===== src/rtl/i2c_tgt_pkg.sv =====
package i2c_tgt_pkg;
  localparam int BYTE_W = 8;
  localparam int BITCNT_W = 4;

  typedef enum logic [2:0] {
    ST_IDLE,
    ST_ADDR,
    ST_ADDR_ACK,
    ST_WR,
    ST_WR_ACK,
    ST_RD,
    ST_RD_ACK
  } tgt_state_t;
endpackage


===== src/rtl/i2c_tgt_sync.sv =====
module i2c_tgt_sync (
  input  logic clk,
  input  logic rst_n,
  input  logic scl_in,
  input  logic sda_in,
  output logic rst_s_n,
  output logic scl_s,
  output logic sda_s,
  output logic scl_rise,
  output logic scl_fall,
  output logic start_det,
  output logic stop_det
);
  logic [1:0] rst_ff;
  logic       scl_m, sda_m, scl_p, sda_p;

  // reset: asserted asynchronously, released on the clock
  always_ff @(posedge clk or negedge rst_n) begin
    if (!rst_n) rst_ff <= 2'b00;
    else        rst_ff <= {rst_ff[0], 1'b1};
  end
  assign rst_s_n = rst_ff[1];

  // two-flop synchronisers plus one history stage; idle bus is high
  always_ff @(posedge clk or negedge rst_s_n) begin
    if (!rst_s_n) begin
      scl_m <= 1'b1; scl_s <= 1'b1; scl_p <= 1'b1;
      sda_m <= 1'b1; sda_s <= 1'b1; sda_p <= 1'b1;
    end else begin
      scl_m <= scl_in; scl_s <= scl_m; scl_p <= scl_s;
      sda_m <= sda_in; sda_s <= sda_m; sda_p <= sda_s;
    end
  end

  assign scl_rise  = scl_s & ~scl_p;
  assign scl_fall  = ~scl_s & scl_p;
  assign start_det = scl_s & scl_p & sda_p & ~sda_s;
  assign stop_det  = scl_s & scl_p & ~sda_p & sda_s;
endmodule


===== src/rtl/i2c_tgt_regs.sv =====
module i2c_tgt_regs #(
  parameter int PTR_W = 8,
  parameter int INIT_N = 2,
  parameter logic [INIT_N*16-1:0] INIT_LIST = {16'h3A16, 16'h0E80}
) (
  input  logic             clk,
  input  logic             rst_n,
  input  logic             wr_en,
  input  logic [PTR_W-1:0] wr_addr,
  input  logic [7:0]       wr_data,
  input  logic [PTR_W-1:0] bus_addr,
  output logic [7:0]       bus_data,
  input  logic [PTR_W-1:0] loc_addr,
  output logic [7:0]       loc_data
);
  localparam int DEPTH = 1 << PTR_W;

  logic [7:0] mem [DEPTH];

  function automatic logic [7:0] reset_val(input int idx);
    logic [7:0] v;
    v = 8'h00;
    for (int k = 0; k < INIT_N; k++) begin
      if (int'(INIT_LIST[k*16+8 +: 8]) == idx) v = INIT_LIST[k*16 +: 8];
    end
    return v;
  endfunction

  always_ff @(posedge clk or negedge rst_n) begin
    if (!rst_n) begin
      for (int i = 0; i < DEPTH; i++) mem[i] <= reset_val(i);
    end else if (wr_en) begin
      mem[wr_addr] <= wr_data;
    end
  end

  assign bus_data = mem[bus_addr];
  assign loc_data = mem[loc_addr];
endmodule


===== src/rtl/i2c_tgt_fsm.sv =====
module i2c_tgt_fsm
  import i2c_tgt_pkg::*;
#(
  parameter logic [6:0] DEV_ADDR = 7'h2A,
  parameter int PTR_W = 8
) (
  input  logic             clk,
  input  logic             rst_n,
  input  logic             sda_s,
  input  logic             scl_rise,
  input  logic             scl_fall,
  input  logic             start_det,
  input  logic             stop_det,
  input  logic [7:0]       rd_byte,
  output logic [PTR_W-1:0] ptr,
  output logic             wr_en,
  output logic [7:0]       wr_data,
  output logic             sda_pull
);
  localparam logic [BITCNT_W-1:0] FULL = BITCNT_W'(BYTE_W);

  tgt_state_t           state_q, state_d;
  logic [BITCNT_W-1:0]  bit_q, bit_d;
  logic [7:0]           shr_q, shr_d;
  logic [PTR_W-1:0]     ptr_q, ptr_d;
  logic                 pfirst_q, pfirst_d;
  logic                 rw_q, rw_d;
  logic                 mack_q, mack_d;
  logic                 pull_q, pull_d;

  always_comb begin
    state_d  = state_q;
    bit_d    = bit_q;
    shr_d    = shr_q;
    ptr_d    = ptr_q;
    pfirst_d = pfirst_q;
    rw_d     = rw_q;
    mack_d   = mack_q;
    pull_d   = pull_q;
    wr_en    = 1'b0;
    if (stop_det) begin
      state_d = ST_IDLE;
      pull_d  = 1'b0;
      bit_d   = '0;
    end else if (start_det) begin
      state_d = ST_ADDR;
      pull_d  = 1'b0;
      bit_d   = '0;
    end else begin
      case (state_q)
        ST_ADDR: begin
          if (scl_rise && bit_q != FULL) begin
            shr_d = {shr_q[6:0], sda_s};
            bit_d = bit_q + 1'b1;
          end else if (scl_fall && bit_q == FULL) begin
            if (shr_q[7:1] == DEV_ADDR) begin
              rw_d    = shr_q[0];
              pull_d  = 1'b1;
              state_d = ST_ADDR_ACK;
            end else begin
              state_d = ST_IDLE;
            end
          end
        end
        ST_ADDR_ACK: begin
          if (scl_fall) begin
            bit_d = '0;
            if (rw_q) begin
              shr_d   = rd_byte;
              pull_d  = ~rd_byte[7];
              state_d = ST_RD;
            end else begin
              pull_d   = 1'b0;
              pfirst_d = 1'b1;
              state_d  = ST_WR;
            end
          end
        end
        ST_WR: begin
          if (scl_rise && bit_q != FULL) begin
            shr_d = {shr_q[6:0], sda_s};
            bit_d = bit_q + 1'b1;
          end else if (scl_fall && bit_q == FULL) begin
            pull_d  = 1'b1;
            state_d = ST_WR_ACK;
            if (pfirst_q) begin
              ptr_d    = shr_q[PTR_W-1:0];
              pfirst_d = 1'b0;
            end else begin
              wr_en = 1'b1;
              ptr_d = ptr_q + 1'b1;
            end
          end
        end
        ST_WR_ACK: begin
          if (scl_fall) begin
            pull_d  = 1'b0;
            bit_d   = '0;
            state_d = ST_WR;
          end
        end
        ST_RD: begin
          if (scl_rise) begin
            bit_d = bit_q + 1'b1;
          end else if (scl_fall) begin
            if (bit_q == FULL) begin
              pull_d  = 1'b0;
              ptr_d   = ptr_q + 1'b1;
              state_d = ST_RD_ACK;
            end else begin
              shr_d  = {shr_q[6:0], 1'b0};
              pull_d = ~shr_q[6];
            end
          end
        end
        ST_RD_ACK: begin
          if (scl_rise) begin
            mack_d = ~sda_s;
          end else if (scl_fall) begin
            bit_d = '0;
            if (mack_q) begin
              shr_d   = rd_byte;
              pull_d  = ~rd_byte[7];
              state_d = ST_RD;
            end else begin
              pull_d  = 1'b0;
              state_d = ST_IDLE;
            end
          end
        end
        default: begin
          pull_d = 1'b0;
        end
      endcase
    end
  end

  always_ff @(posedge clk or negedge rst_n) begin
    if (!rst_n) begin
      state_q  <= ST_IDLE;
      bit_q    <= '0;
      shr_q    <= '0;
      ptr_q    <= '0;
      pfirst_q <= 1'b0;
      rw_q     <= 1'b0;
      mack_q   <= 1'b0;
      pull_q   <= 1'b0;
    end else begin
      state_q  <= state_d;
      bit_q    <= bit_d;
      shr_q    <= shr_d;
      ptr_q    <= ptr_d;
      pfirst_q <= pfirst_d;
      rw_q     <= rw_d;
      mack_q   <= mack_d;
      pull_q   <= pull_d;
    end
  end

  assign ptr      = ptr_q;
  assign wr_data  = shr_q;
  assign sda_pull = pull_q;
endmodule


===== src/rtl/i2c_regfile_target.sv =====
module i2c_regfile_target #(
  parameter logic [6:0] DEV_ADDR = 7'h2A,
  parameter int PTR_W = 8,
  parameter int INIT_N = 2,
  parameter logic [INIT_N*16-1:0] INIT_LIST = {16'h3A16, 16'h0E80}
) (
  input  logic             clk,
  input  logic             rst_n,
  input  logic             scl_in,
  input  logic             sda_in,
  input  logic [PTR_W-1:0] rd_addr,
  output logic             sda_pull,
  output logic [7:0]       rd_data
);
  logic             rst_s_n, scl_s, sda_s;
  logic             scl_rise, scl_fall, start_det, stop_det;
  logic [PTR_W-1:0] ptr;
  logic             wr_en;
  logic [7:0]       wr_data, bus_rd;

  i2c_tgt_sync u_sync (
    .clk(clk), .rst_n(rst_n), .scl_in(scl_in), .sda_in(sda_in),
    .rst_s_n(rst_s_n), .scl_s(scl_s), .sda_s(sda_s),
    .scl_rise(scl_rise), .scl_fall(scl_fall),
    .start_det(start_det), .stop_det(stop_det)
  );

  i2c_tgt_fsm #(.DEV_ADDR(DEV_ADDR), .PTR_W(PTR_W)) u_fsm (
    .clk(clk), .rst_n(rst_s_n), .sda_s(sda_s),
    .scl_rise(scl_rise), .scl_fall(scl_fall),
    .start_det(start_det), .stop_det(stop_det),
    .rd_byte(bus_rd), .ptr(ptr), .wr_en(wr_en), .wr_data(wr_data),
    .sda_pull(sda_pull)
  );

  i2c_tgt_regs #(.PTR_W(PTR_W), .INIT_N(INIT_N), .INIT_LIST(INIT_LIST)) u_regs (
    .clk(clk), .rst_n(rst_s_n), .wr_en(wr_en), .wr_addr(ptr),
    .wr_data(wr_data), .bus_addr(ptr), .bus_data(bus_rd),
    .loc_addr(rd_addr), .loc_data(rd_data)
  );
endmodule


===== config.mk =====
export PLATFORM = sky130hd
export DESIGN_NAME = i2c_regfile_target
export DESIGN_NICKNAME = d
export VERILOG_FILES = /design/src/rtl/i2c_tgt_pkg.sv /design/src/rtl/i2c_tgt_sync.sv /design/src/rtl/i2c_tgt_regs.sv /design/src/rtl/i2c_tgt_fsm.sv /design/src/rtl/i2c_regfile_target.sv
export SDC_FILE = /design/constraint.sdc
export NUM_CORES = 2
export LEC_CHECK = 0
export BUFFER_PORTS_ARGS = -buffer_cell sky130_fd_sc_hd__buf_2
export CAP_MARGIN = 20
export CORE_ASPECT_RATIO = 0.9
export CORE_MARGIN = 2
export CORE_UTILIZATION = 65
export DETAILED_ROUTE_END_ITERATION = 7
export HOLD_SLACK_MARGIN = 0.05
export PLACE_DENSITY = 0.89
export SYNTH_ARGS = -nofsm -noshare
export SYNTH_HDL_FRONTEND = slang
export SYNTH_SLANG_ARGS = --single-unit

===== constraint.sdc =====
create_clock -name clk -period 78.9 [get_ports clk]
set_clock_uncertainty 0.05 [all_clocks]
set_input_delay 7.89 -clock clk [delete_from_list [all_inputs] [get_ports clk]]
set_output_delay 7.89 -clock clk [all_outputs]
set_load 0.01 [all_outputs]

==> impl_metrics.tcl <==
set metrics [dict create \
    layout_common_cells "dfrtp_1, mux2_2, mux4_2, clkbuf_16, nor2_2" \
    grt_pass1_vias 74370 \
    syn_to_final_growth_pct 7.792 \
    max_freq_mhz 44.95 \
    die_w_um 440.6 \
    pwr-share-clk 0.444 \
    grt_max_degree 260 \
    cts_buffer_depth 3 \
    clk_pin_slew_ns 0.06 \
    power_switching_w 0.0006186 \
    finalWirelength_um 352300 \
    critPathMaxFanout 98 \
    clk_latency_ns 0.91 \
    power_density_nw_per_um2 19.12 \
    dpl.hpwl_um 217000 \
    arrival_ns 14.31 \
    dr.pass1.iters 8 \
    rsz0062_at_grt "no" \
    leakage_nw 53.07 \
    core_um2 170800 \
    worst_setup_path_start_kind "primary input" \
    vias 73483 \
    cts_resized 0 \
    syn_area_um2 111500 \
    grt_usage 0.4085 \
    synth_seq_cells 2083 \
    worstMarginPinSlew_ns 1.365 \
    slew_viol_final 0 \
    clock_sinks 2083 \
    viasPerCell 7.996 \
    ys_types 66 \
    hold_viol 0 \
    setup_viol 0 \
    fin_tns_setup_ns 0 \
    async_flop_share 1.000 \
    start_util 0.6529 \
    post_drt_wl_per_cell_um 38.34 \
    htreeDepth 4 \
    crit_type "primary input to output port" \
    worst_slack_ns 56.65 \
    die_y_um 396.9 \
    syn-instance-count 6998 \
    p_comb_frac 0.078 \
    rows 144 \
    synth_seq_area_share 0.4676 \
    cts_root_buffer "clkbuf_16" \
    ant_nets 0 \
    tritoncts "yes" \
    slew_headroom 0.08986 \
    cp-end-kind "output port" \
    path_delay_family "buffers and inverters" \
    synth_ff_type "dfrtp_1" \
    p_sw_frac 0.2692 \
    holdWs_ns 0.3042 \
    vdd_drop_max_mv 0.03536 \
    cp_cell_sequence "buf_8, buf_12, buf_4, buf_4, mux4_2, mux4_2, a22oi_1, nand2_1, a22oi_1, o221ai_1, buf_2" \
    grt-ovfl-total 0 \
    syn-num-nets 7016 \
    final_util 0.7037 \
    violations "design-rule violations" \
    ios 21 \
    gp_congestion 1.014 \
    dr.first_iter.drc_count 11563 \
    die_area_um2 174900 \
    post-cts-setup-buffer-count 0 \
    drc_errors 5 \
    period_share 0.2819 \
    portBuffers 20 \
    slowest_stage "a22oi_1" \
    cts_buffers 206 \
    fin_crit_ns 22.25 \
    cp_data_required_time_ns 70.96 \
    drive_gt1_frac 0.5751 \
    pre_cts_ws_ns 56.81 \
    intPower_w 0.001679 \
    avgSynthCellArea_um2 15.93 \
    maxCapViolations 0 \
    final_common_cell "dfrtp_1" \
    grt_pass1_wl_um 517300 \
    path_buf_inv 5 \
    antenna_found_initial 26 \
    hold_path_class "flip-flop to flip-flop" \
    yosysWarnings 0 \
    slowest_delay_ns 0.88 \
    pwr-share-seq 0.478 \
    status "finished with violations" \
    synth_edf_count 0 \
    cts_hold_buf 0 \
    layout.nets 6768 \
]
## power groups by stage
stage | Clock, W | Sequential [W] | Combinational, W
after global placement | 0 | 0.00111 | 0.000159
after floorplan | 0 | 0.00111 | 0.000114
final | 0.00102 | 0.00110 | 0.000180
after detailed placement | 0 | 0.00112 | 0.000165
after global routing | 0.00106 | 0.00110 | 0.000187
after CTS | 0.00102 | 0.00110 | 0.000167
## synth_stat cells, types with 19 or more instances
cell / n / area share
a21oi_1: 68 / 0.0031
a221oi_1: 27 / 0.0021
a22o_1: 31 / 0.0024
a22oi_1: 131 / 0.0088
buf_1: 31 / 0.0010
buf_2: 116 / 0.0052
buf_4: 34 / 0.0023
buf_6: 43 / 0.0043
clkbuf_1: 382 / 0.013
dfrtp_1: 2073 / 0.47
mux2_2: 2056 / 0.21
mux2i_1: 98 / 0.0088
mux4_2: 1170 / 0.24
nand2_1: 156 / 0.0053
nand3_1: 31 / 0.0014
nor2_1: 52 / 0.0018
nor2_2: 192 / 0.011
nor3_1: 34 / 0.0015
o21ai_0: 37 / 0.0017
o22ai_1: 19 / 0.0011
## worst reg2reg max path, stage by stage (launching register included)
cell and delay, ns:
dfrtp_4 0.69, buf_4 0.68, buf_12 0.55, buf_4 0.87
mux4_2 0.67, mux2i_1 0.51, nor3_1 0.21, a2111oi_2 0.45
nand4_1 0.72, a31oi_1 0.40, a311oi_1 0.07
## routing by layer
| metal | routed length (um) | global-route usage | share of wire | vias to the layer above |
|---|---|---|---|---|
| met5 | 814 | 0.03226 | 0.0023 | - |
| met4 | 22990 | 0.2115 | 0.065 | 38 |
| met3 | 59360 | 0.2177 | 0.17 | 1543 |
| met2 | 150300 | 0.5574 | 0.43 | 6295 |
| met1 | 118900 | 0.5280 | 0.34 | 38592 |
| li1 | - | - | - | 27015 |
## cell families after synthesis
logic type | Yosys count | synth area share
buf+inv | 622 | 0.02673
other cells | 1 | 0.00003363
flops | 2083 | 0.4676
mux | 3324 | 0.4527
xor+xnor | 2 | 0.0001571
simple gates | 578 | 0.02796
compound gates | 382 | 0.02417
fa+ha+maj | 6 | 0.0006732
## registers in the layout, indices dropped and copies added (netlist names), 2 cells and up
signal / flops
u_regs.mem: 2048
u_fsm.ptr: 8
u_fsm.wr_data: 8
u_fsm.bit_q: 4
u_fsm.state_q: 3
u_sync.rst_ff: 2
## cell type report
| class | instances | area, um2 |
|---|---|---|
| antenna | 10 | 25.02 |
| clock buffer | 311 | 6125 |
| clock inverter | 64 | 825.8 |
| fill | 10024 | 50600 |
| inverter | 12 | 45.04 |
| multi-input combinational | 4293 | 56500 |
| sequential | 2083 | 52190 |
| tap | 2263 | 2831 |
| timing repair buffer | 154 | 1664 |
## worst paths after layout
| kind | from | endpoint | slack, ns | cells after the start |
|---|---|---|---|---|
| min reg2reg | u_sync.rst_ff[0]$_DFF_PN0_ | u_sync.rst_ff[1]$_DFF_PN0_ | 0.30 | 0 |
| max in group asynchronous | rst_n | u_sync.rst_ff[1]$_DFF_PN0_ | 71.96 | 1 |
| max | rd_addr[0] | rd_data[6] | 56.65 | 11 |
| min | u_sync.rst_ff[0]$_DFF_PN0_ | u_sync.rst_ff[1]$_DFF_PN0_ | 0.30 | 0 |
| max reg2reg | u_fsm.ptr[0]$_DFFE_PN0P_ | u_fsm.wr_data[2]$_DFFE_PN0P_ | 72.88 | 10 |
| min in group asynchronous | u_sync.rst_ff[1]$_DFF_PN0_ | u_regs.mem[122]$_DFFE_PN0P_ | 0.42 | 0 |
## metrics by stage
step           power (W)  cells  cell area [um2]
4_1_cts         0.002280   9162           119700
6_report        0.002298   9190           120200
2_1_floorplan   0.001224   6998           111500
3_5_place_dp    0.001281   8787           112800
3_3_place_gp    0.001273   8785           112700
5_1_grt         0.002348   9185           120200
Power figures use the tool's default switching activity.
